**config.mk**
```make
export PLATFORM = sky130hd
export DESIGN_NAME = can_bit_timer
export DESIGN_NICKNAME = d
export VERILOG_FILES = /design/src/rtl/can_bit_timer.sv
export SDC_FILE = /design/constraint.sdc
export NUM_CORES = 1
export LEC_CHECK = 0
export ABC_AREA = 1
export BUFFER_PORTS_ARGS = -buffer_cell sky130_fd_sc_hd__buf_2
export CAP_MARGIN = 40
export CORE_ASPECT_RATIO = 1.2
export CORE_MARGIN = 2
export CORE_UTILIZATION = 30
export CTS_BUF_LIST = sky130_fd_sc_hd__clkbuf_2
export DETAILED_ROUTE_END_ITERATION = 10
export SLEW_MARGIN = 20
export SYNTH_ARGS = -nofsm -noshare
export SYNTH_HDL_FRONTEND = slang
export SYNTH_SLANG_ARGS = --single-unit
```
**constraint.sdc**
```tcl
create_clock -name clk -period 9.04 [get_ports clk]
set_clock_uncertainty 0.1 [all_clocks]
set_input_delay 0.452 -clock clk [delete_from_list [all_inputs] [get_ports clk]]
set_output_delay 0.452 -clock clk [all_outputs]
set_load 0.01 [all_outputs]
```
**src/rtl/can_bit_timer.sv**
```systemverilog
module can_bit_timer #(
  parameter int BRP_W = 6,
  parameter int SEG_W = 3,
  parameter int SJW_W = 2
) (
  input  logic             clk,
  input  logic             rst_n,
  input  logic [BRP_W-1:0] cfg_brp,
  input  logic [SEG_W-1:0] cfg_prop,
  input  logic [SEG_W-1:0] cfg_ph1,
  input  logic [SEG_W-1:0] cfg_ph2,
  input  logic [SJW_W-1:0] cfg_sjw,
  input  logic             cfg_triple,
  input  logic             bus_idle,
  input  logic             tx_dom,
  input  logic             rx_in,
  output logic             sample_stb,
  output logic             rx_bit,
  output logic             tx_stb
);
  localparam int PRE_W = BRP_W + 1;
  localparam int T_W   = ((SEG_W > SJW_W) ? SEG_W : SJW_W) + 2;

  typedef enum logic [1:0] {SEG_SYNC, SEG_T1, SEG_T2} seg_t;

  seg_t           seg;
  logic [PRE_W-1:0] pre_cnt;
  logic [T_W-1:0] q_cnt, t1_lim, t2_lim;
  logic           rx_prev, sync_done;
  logic [1:0]     hist;

  wire [PRE_W-1:0] pre_last = {cfg_brp, 1'b1};
  wire             tq_end   = (pre_cnt == pre_last);
  wire [T_W-1:0]   t1_nom   = T_W'(cfg_prop) + T_W'(cfg_ph1) + T_W'(2);
  wire [T_W-1:0]   t2_nom   = T_W'(cfg_ph2) + T_W'(1);
  wire [T_W-1:0]   sjw_q    = T_W'(cfg_sjw) + T_W'(1);
  wire             falling  = rx_prev & ~rx_in;

  wire hard   = falling && bus_idle && !sync_done && (seg != SEG_T2);
  wire resync = falling && !hard && !sync_done && !tx_dom && (seg != SEG_SYNC);

  wire [T_W-1:0] err1  = q_cnt + T_W'(1);
  wire [T_W-1:0] add1  = (resync && seg == SEG_T1) ? ((err1 < sjw_q) ? err1 : sjw_q) : '0;
  wire [T_W-1:0] t1_eff = t1_lim + add1;
  wire [T_W-1:0] rem2  = t2_lim - q_cnt;
  wire jump = resync && (seg == SEG_T2) && (rem2 <= sjw_q);
  wire cut  = resync && (seg == SEG_T2) && !jump;

  logic seg_last;
  always_comb begin
    case (seg)
      SEG_SYNC: seg_last = 1'b1;
      SEG_T1:   seg_last = (q_cnt == t1_eff - T_W'(1));
      default:  seg_last = (q_cnt == t2_lim - T_W'(1));
    endcase
  end

  assign sample_stb = tq_end && (seg == SEG_T1) && seg_last && !hard;
  assign tx_stb     = (seg == SEG_SYNC) && (pre_cnt == '0);

  wire majority = (hist[1] & hist[0]) | (hist[1] & rx_in) | (hist[0] & rx_in);

  always_ff @(posedge clk) begin
    if (!rst_n) begin
      seg       <= SEG_SYNC;
      pre_cnt   <= '0;
      q_cnt     <= '0;
      t1_lim    <= t1_nom;
      t2_lim    <= t2_nom;
      sync_done <= 1'b0;
    end else if (hard || jump) begin
      seg       <= SEG_SYNC;
      pre_cnt   <= '0;
      q_cnt     <= '0;
      t1_lim    <= t1_nom;
      t2_lim    <= t2_nom;
      sync_done <= hard;
    end else begin
      pre_cnt <= tq_end ? '0 : pre_cnt + PRE_W'(1);
      t1_lim  <= t1_eff;
      if (cut) t2_lim <= t2_lim - sjw_q;
      if (resync) sync_done <= 1'b1;
      if (tq_end) begin
        if (seg_last) begin
          q_cnt <= '0;
          case (seg)
            SEG_SYNC: seg <= SEG_T1;
            SEG_T1:   seg <= SEG_T2;
            default: begin
              seg       <= SEG_SYNC;
              sync_done <= 1'b0;
              t1_lim    <= t1_nom;
              t2_lim    <= t2_nom;
            end
          endcase
        end else begin
          q_cnt <= q_cnt + T_W'(1);
        end
      end
    end
  end

  always_ff @(posedge clk) begin
    if (!rst_n) begin
      rx_prev <= 1'b1;
      hist    <= 2'b11;
      rx_bit  <= 1'b1;
    end else begin
      rx_prev <= rx_in;
      if (tq_end) hist <= {hist[0], rx_in};
      if (sample_stb) rx_bit <= cfg_triple ? majority : rx_in;
    end
  end


  ph2_follows_sample_chk: assert property (@(posedge clk) disable iff (!rst_n)
    sample_stb |=> seg == SEG_T2);

  rx_bit_hold_chk: assert property (@(posedge clk) disable iff (!rst_n)
    !sample_stb |=> $stable(rx_bit));

  single_sample_chk: assert property (@(posedge clk) disable iff (!rst_n)
    (sample_stb && !cfg_triple) |=> rx_bit == $past(rx_in));

  majority_agree_chk: assert property (@(posedge clk) disable iff (!rst_n)
    (sample_stb && cfg_triple && hist[1] == hist[0]) |=> rx_bit == $past(hist[0]));

  jump_new_bit_chk: assert property (@(posedge clk) disable iff (!rst_n)
    jump |=> tx_stb);

  hard_restart_chk: assert property (@(posedge clk) disable iff (!rst_n)
    hard |=> (tx_stb && sync_done));

  no_overflow_chk: assert property (@(posedge clk) disable iff (!rst_n)
    (seg == SEG_T2) |-> q_cnt < t2_lim);
endmodule

```
==> out/qor.yml, run 1 <==
avgRoutedWirePerCell_um: 11.4
grt_setup_unrepaired: "no"
rrSetupSlack_ns: 4.38
cp.required_ns: 8.49
htree_levels: 2
crit_path_end_kind: "output port"
power.leakage_nw: 1.39
fin_setup_tns_ns: 0
wl_um: 5820
tightest_slew_ns: 0.545
fin_util_pct: 34.7
syn_area_per_cell_sq_um: 6.91
critPathLaunchType: "register"
syn_area_sq_um: 2540
gr-total-overflow: 0
crit_slowest_cell: "dfxtp_1"
yosysWarnings: 0
status: "finished clean"
port_buffers: 25
grt_use_total_pct: 13.7
coreArea_sq_um: 8150
drive_above_1_share_pct: 14.4
place_hpwl_um: 4810
critPathKind: "register to output port"
syn2layout_area_growth_pct: 11.7
fp.dieW_um: 87.9
postRouteAntennaNets: 0
place.gp.congestion: 0.874
ys.flop_type: "dfxtp_1"
hold_viol_final: 0
hold-path-endpoint: "rx_prev"
ys_top_cells_by_area: "dfxtp_1 (23%), ha_1 (13%), nand2_1 (12%), inv_1 (9.2%), nand3_1 (8.1%)"
drcViolationCount: 0
crit_top_cell: "ha_1"
clock_tree.root_cell: "clkbuf_2"
post_cts_buffers: 0
hold_path.class: "input pin to register"
placed_area_sq_um: 2770
arrival_ns: 4.82
clock-sinks: 29
dr.pass1.iters: 6
start_util_pct: 31.1
dieArea_sq_um: 9210
drt_iter0_markers: 97
seq_area_frac_synth_pct: 22.9
cts_buffers: 5
finalCritPeriodShare_pct: 59.4
setup_violations: 0
vdd_drop_max_mv: 0.0690
synth_edf_count: 0
pin_count: 26
p_total_w: 0.000342
async_flop_share_pct: 0
insertion_delay_ns: 0.37
grt_start_max_net_pins: 19
finalCriticalPeriod_ns: 5.37
power.density_nw_per_um2: 121
cts_tree: "done"
worst_r2r_path_depth: 25
fmax_mhz: 186
holdCritStartpoint: "rst_n"
ctsHoldBuffers: 0
ys_seq_elements: 29
ctsResizeCount: 0
rr_startpoint: "q_cnt[0]"
syn_nets: 420
synthCells: 367
num_vias: 2365
synthTopCellsByCount: "nand2_1 (83), inv_1 (62), nand3_1 (41), dfxtp_1 (29), ha_1 (26)"
hold_depth: 2
max_stage_delay_ns: 0.51
slew_viol_final: 0
die_height_um: 105
cts_max_path_buffers: 2
worst-path-max-fanout: 7
clk_pin_slew_ns: 0.16
cap_violations: 0
netlist.area_leader.share_pct: 22.9
yosysUniqueCellTypes: 39
grt_pass1_vias: 2279
n_antenna_cell: 0
num-nets-final: 449
relSlewSlack_pct: 63.3
yosysTopAreaCell: "dfxtp_1"
vias_per_cell: 4.63
antenna_found_initial: 0
grt_pass1_wl_um: 10100
placementRows: 36
fin_area_sq_um: 2830
rr_endpoint: "t1_lim[2]"
yosysMostFrequentCell: "nand2_1"
[state kept, by name, summed over array words and instances, names as in the netlist]
register and flops:
seg 2, rx_bit 1, t1_lim 5, sync_done 1, pre_cnt 7, hist 2, t2_lim 5, rx_prev 1
q_cnt 5
[stage by stage]
stage	hold slack (ns)	worst slack (ns)	std cells
2_1_floorplan	0.341	4.40	367
3_3_place_gp	0.358	3.98	503
3_5_place_dp	0.358	3.89	503
4_1_cts	0.175	3.62	511
5_1_grt	0.183	3.16	511
6_report	0.195	3.67	511
[cell families after synthesis]
group	count (synthesis)	synth area share, %
AOI/OAI and AO/OA	33	7.50
xor gates and xnor gates	16	5.53
adders and majority gates	31	16.4
buffers and inverters	67	10.9
DFF	29	22.9
muxes	1	0.395
other	1	0.148
and+or+nand+nor	189	36.3
[report_power, final]
group          internal, W  total [W]  switching, W
registers         0.000136   0.000144    0.00000827
logic            0.0000423   0.000103     0.0000604
clock network    0.0000473  0.0000951     0.0000478
total             0.000225   0.000342      0.000116
[cell type report]
cell class | count | area (sq um)
clock buffers | 6 | 30.0
clock inverters | 2 | 33.8
fillers | 898 | 5320
inverters | 64 | 240
multi-input cells | 271 | 1680
flip-flops and latches | 29 | 581
well taps | 114 | 143
repair buffers | 25 | 125
[layer usage]
| layer | track usage, % | wire length, um | vias to the layer above |
|---|---|---|---|
| li1 | - | - | 1241 |
| met3 | 2.45 | 193 | 11 |
| met1 | 16.1 | 2500 | 1080 |
| met2 | 24.8 | 3040 | 33 |
| met4 | 3.74 | 90 | 0 |
| met5 | 0 | 0 | - |
[critical path: cells and delay by family, from the launching register on]
kind / cells / cell delay [ns]
xor gates and xnor gates: 1 / 0.13
and+or+nand+nor: 11 / 1.42
adders and majority gates: 5 / 1.54
AOI/OAI and AO/OA: 5 / 0.61
buffers and inverters: 3 / 0.23
DFF: 1 / 0.51
[layout by cell type, fill, tap and decap left out, drive strengths merged, types with 2 or more instances in the layout]
cell    Yosys  final
dfxtp      29     29
buf         2     25
nand4      10     10
ha         26     26
clkbuf      1      6
nand3      43     43
nor3b       2      2
fa          4      4
nor3        5      5
inv        64     64
xor2        9      9
nor4        4      4
a21oi      10     10
xnor2       7      7
nor2       28     28
o21ai      17     17
nand2      95     95
[worst max path at each step]
stage / from / to / slack, ns / cells after the start
2_1_floorplan: cfg_sjw[0] / sample_stb / 4.40 / 25
3_3_place_gp: cfg_sjw[0] / sample_stb / 3.98 / 27
3_5_place_dp: cfg_sjw[0] / sample_stb / 3.89 / 27
4_1_cts: q_cnt[0] / sample_stb / 3.62 / 25
5_1_grt: q_cnt[0] / sample_stb / 3.16 / 25
6_report: q_cnt[0] / sample_stb / 3.67 / 25
(Power assumes the default switching activity.)
==> run 2, diff against run 1 <==
- clock period: 9.04 -> 5.5 ns (I/O delays scaled with it)
==> out/qor.yml, run 2 (same netlist as run 1, synthesis figures left out) <==
clock_tree.root_cell: "clkbuf_2"
worst-path-max-fanout: 5  # -2
power.leakage_nw: 1.40  # about the same
fp.dieW_um: 87.9  # unchanged
drcViolationCount: 0  # unchanged
dr.pass1.iters: 4  # -2
placementRows: 36  # unchanged
vdd_drop_max_mv: 0.0841  # +22%
drt_iter0_markers: 105  # +8.2%
setup.worst_path.start: "q_cnt[1]"
avgRoutedWirePerCell_um: 11.4  # about the same
fin_util_pct: 34.8  # about the same
hold-worst-slack_ns: 0.0315  # -0.163 ns
post_cts_buffers: 0  # unchanged
grt_setup_unrepaired: "no"
hold_depth: 2  # unchanged
finalCriticalPeriod_ns: 5.00
critPathKind: "register to output port"
fmax_mhz: 200
cap_violations: 0  # unchanged
port_buffers: 25  # unchanged
tightest_slew_ns: 0.561  # +0.0165 ns
layout_common_cells: "nand2_1 (83), inv_1 (62), nand3_1 (41), dfxtp_1 (28), ha_1 (26)"
grt_pass1_wl_um: 10200  # +0.75%
gr-total-overflow: 0  # unchanged
grt_pass1_vias: 2297  # +0.79%
start_util_pct: 31.1  # unchanged
status: "finished clean"
worst_r2r_path_depth: 24  # -4.0%
syn2layout_area_growth_pct: 11.8  # about the same
num_vias: 2400  # +1.5%
regMostFlops: "pre_cnt"
finalCritPeriodShare_pct: 90.9
largest_reg_flops: 7  # unchanged
slew_viol_final: 0  # unchanged
fillers: 879  # -2.1%
insertion_delay_ns: 0.37  # about the same
num-nets-final: 449  # unchanged
n_antenna_cell: 0  # unchanged
hold-path-endpoint: "rx_prev"
rr_startpoint: "q_cnt[1]"
hold_path.class: "input pin to register"
rr_endpoint: "t1_lim[2]"
wl_um: 5820  # -0.10%
power.density_nw_per_um2: 197  # +63%
postRouteAntennaNets: 0  # unchanged
placed_area_sq_um: 2770  # unchanged
cts_tree: "done"
cts_buffers: 5  # unchanged
crit_path_end_kind: "output port"
place.gp.congestion: 0.897  # +2.6%
arrival_ns: 4.63  # -0.19 ns
drive_above_1_share_pct: 14.9  # +0.54 points
ctsHoldBuffers: 0  # unchanged
grt_use_total_pct: 13.9  # +0.17 points
pin_count: 26  # unchanged
vias_per_cell: 4.71  # +1.7%
coreArea_sq_um: 8150  # unchanged
clock-sinks: 29  # unchanged
cts_max_path_buffers: 2  # unchanged
holdCritStartpoint: "rst_n"
rrSetupSlack_ns: 1.06  # -3.32 ns
htree_levels: 2  # unchanged
dieArea_sq_um: 9210  # unchanged
fin_area_sq_um: 2840  # about the same
relSlewSlack_pct: 62.2  # -1.1 points
layout_commonest_cell: "nand2_1"
setup_violations: 0  # unchanged
fin_setup_tns_ns: 0  # unchanged
hold_viol_final: 0  # unchanged
clk_pin_slew_ns: 0.16  # about the same
critPathLaunchType: "register"
antenna_found_initial: 0  # unchanged
grt_start_max_net_pins: 19  # unchanged
place_hpwl_um: 4810  # unchanged
die_height_um: 105  # unchanged
p_total_w: 0.000558  # +63%
cp.required_ns: 5.12  # -3.37 ns
## run 2: report_power, final
| part | leakage, nW | total (W) | switching, W | internal [W] |
|---|---|---|---|---|
| clock network | 0.0388 | 0.000153 | 0.0000788 | 0.0000740 |
| logic | 1.12 | 0.000169 | 0.0000994 | 0.0000697 |
| registers | 0.238 | 0.000236 | 0.0000125 | 0.000223 |
## run 2: critical path: stages (launching register included)
cell and delay (ns):
dfxtp_1 0.47, ha_1 0.31, ha_1 0.30, o21ai_0 0.07
nand2_1 0.07, a21o_1 0.19, nor3_2 0.20, nor2_1 0.08
nor3_1 0.29, inv_1 0.10, fa_1 0.50, nand3b_1 0.19
nand2_2 0.10, inv_1 0.05, ha_1 0.28, xor2_1 0.13
o21ai_0 0.09, nor2_1 0.10, nand3_1 0.09, nor2_2 0.18
nand2_1 0.09, nand2_2 0.10, nand3_1 0.09, nor2_1 0.10
buf_2 0.13
## run 2: repair_timing
action / 4_1_cts / 5_1_grt
endpoints found under the setup margin: 0 / 1
gates resized for setup: 0 / 2
endpoints found under the hold margin: 0 / 0
## run 2: worst max-delay path by stage
stage                 end  slack [ns]
6_report       sample_stb        0.50
5_1_grt        sample_stb        0.11
4_1_cts        sample_stb        0.28
3_5_place_dp   sample_stb        0.67
3_3_place_gp   sample_stb        0.78
2_1_floorplan  sample_stb        1.17
## run 2: final cells by class
type                            instances  area [sq um]  area share [%]
Clock buffer                            5          25.0           0.883
Multi-Input combinational cell        271          1690            59.4
Tap cell                              114           143            5.03
Sequential cell                        29           582            20.5
Inverter                               64           240            8.47
Timing Repair Buffer                   25           125            4.41
Clock inverter                          2          35.0            1.24
## run 2: through the flow
stage / worst slack (ns) / std cells
global route: 0.108 / 510
detailed placement: 0.672 / 503
finish: 0.500 / 510
floorplan: 1.17 / 367
CTS: 0.276 / 510
global placement: 0.778 / 503
## run 2: metal layers
layer | GRT usage, % | routed length, um | vias to the layer above
li1 | - | - | 1242
met1 | 16.3 | 2510 | 1110
met2 | 24.4 | 2980 | 38
met3 | 2.45 | 187 | 10
met4 | 5.38 | 138 | 0
met5 | 0 | 0 | -
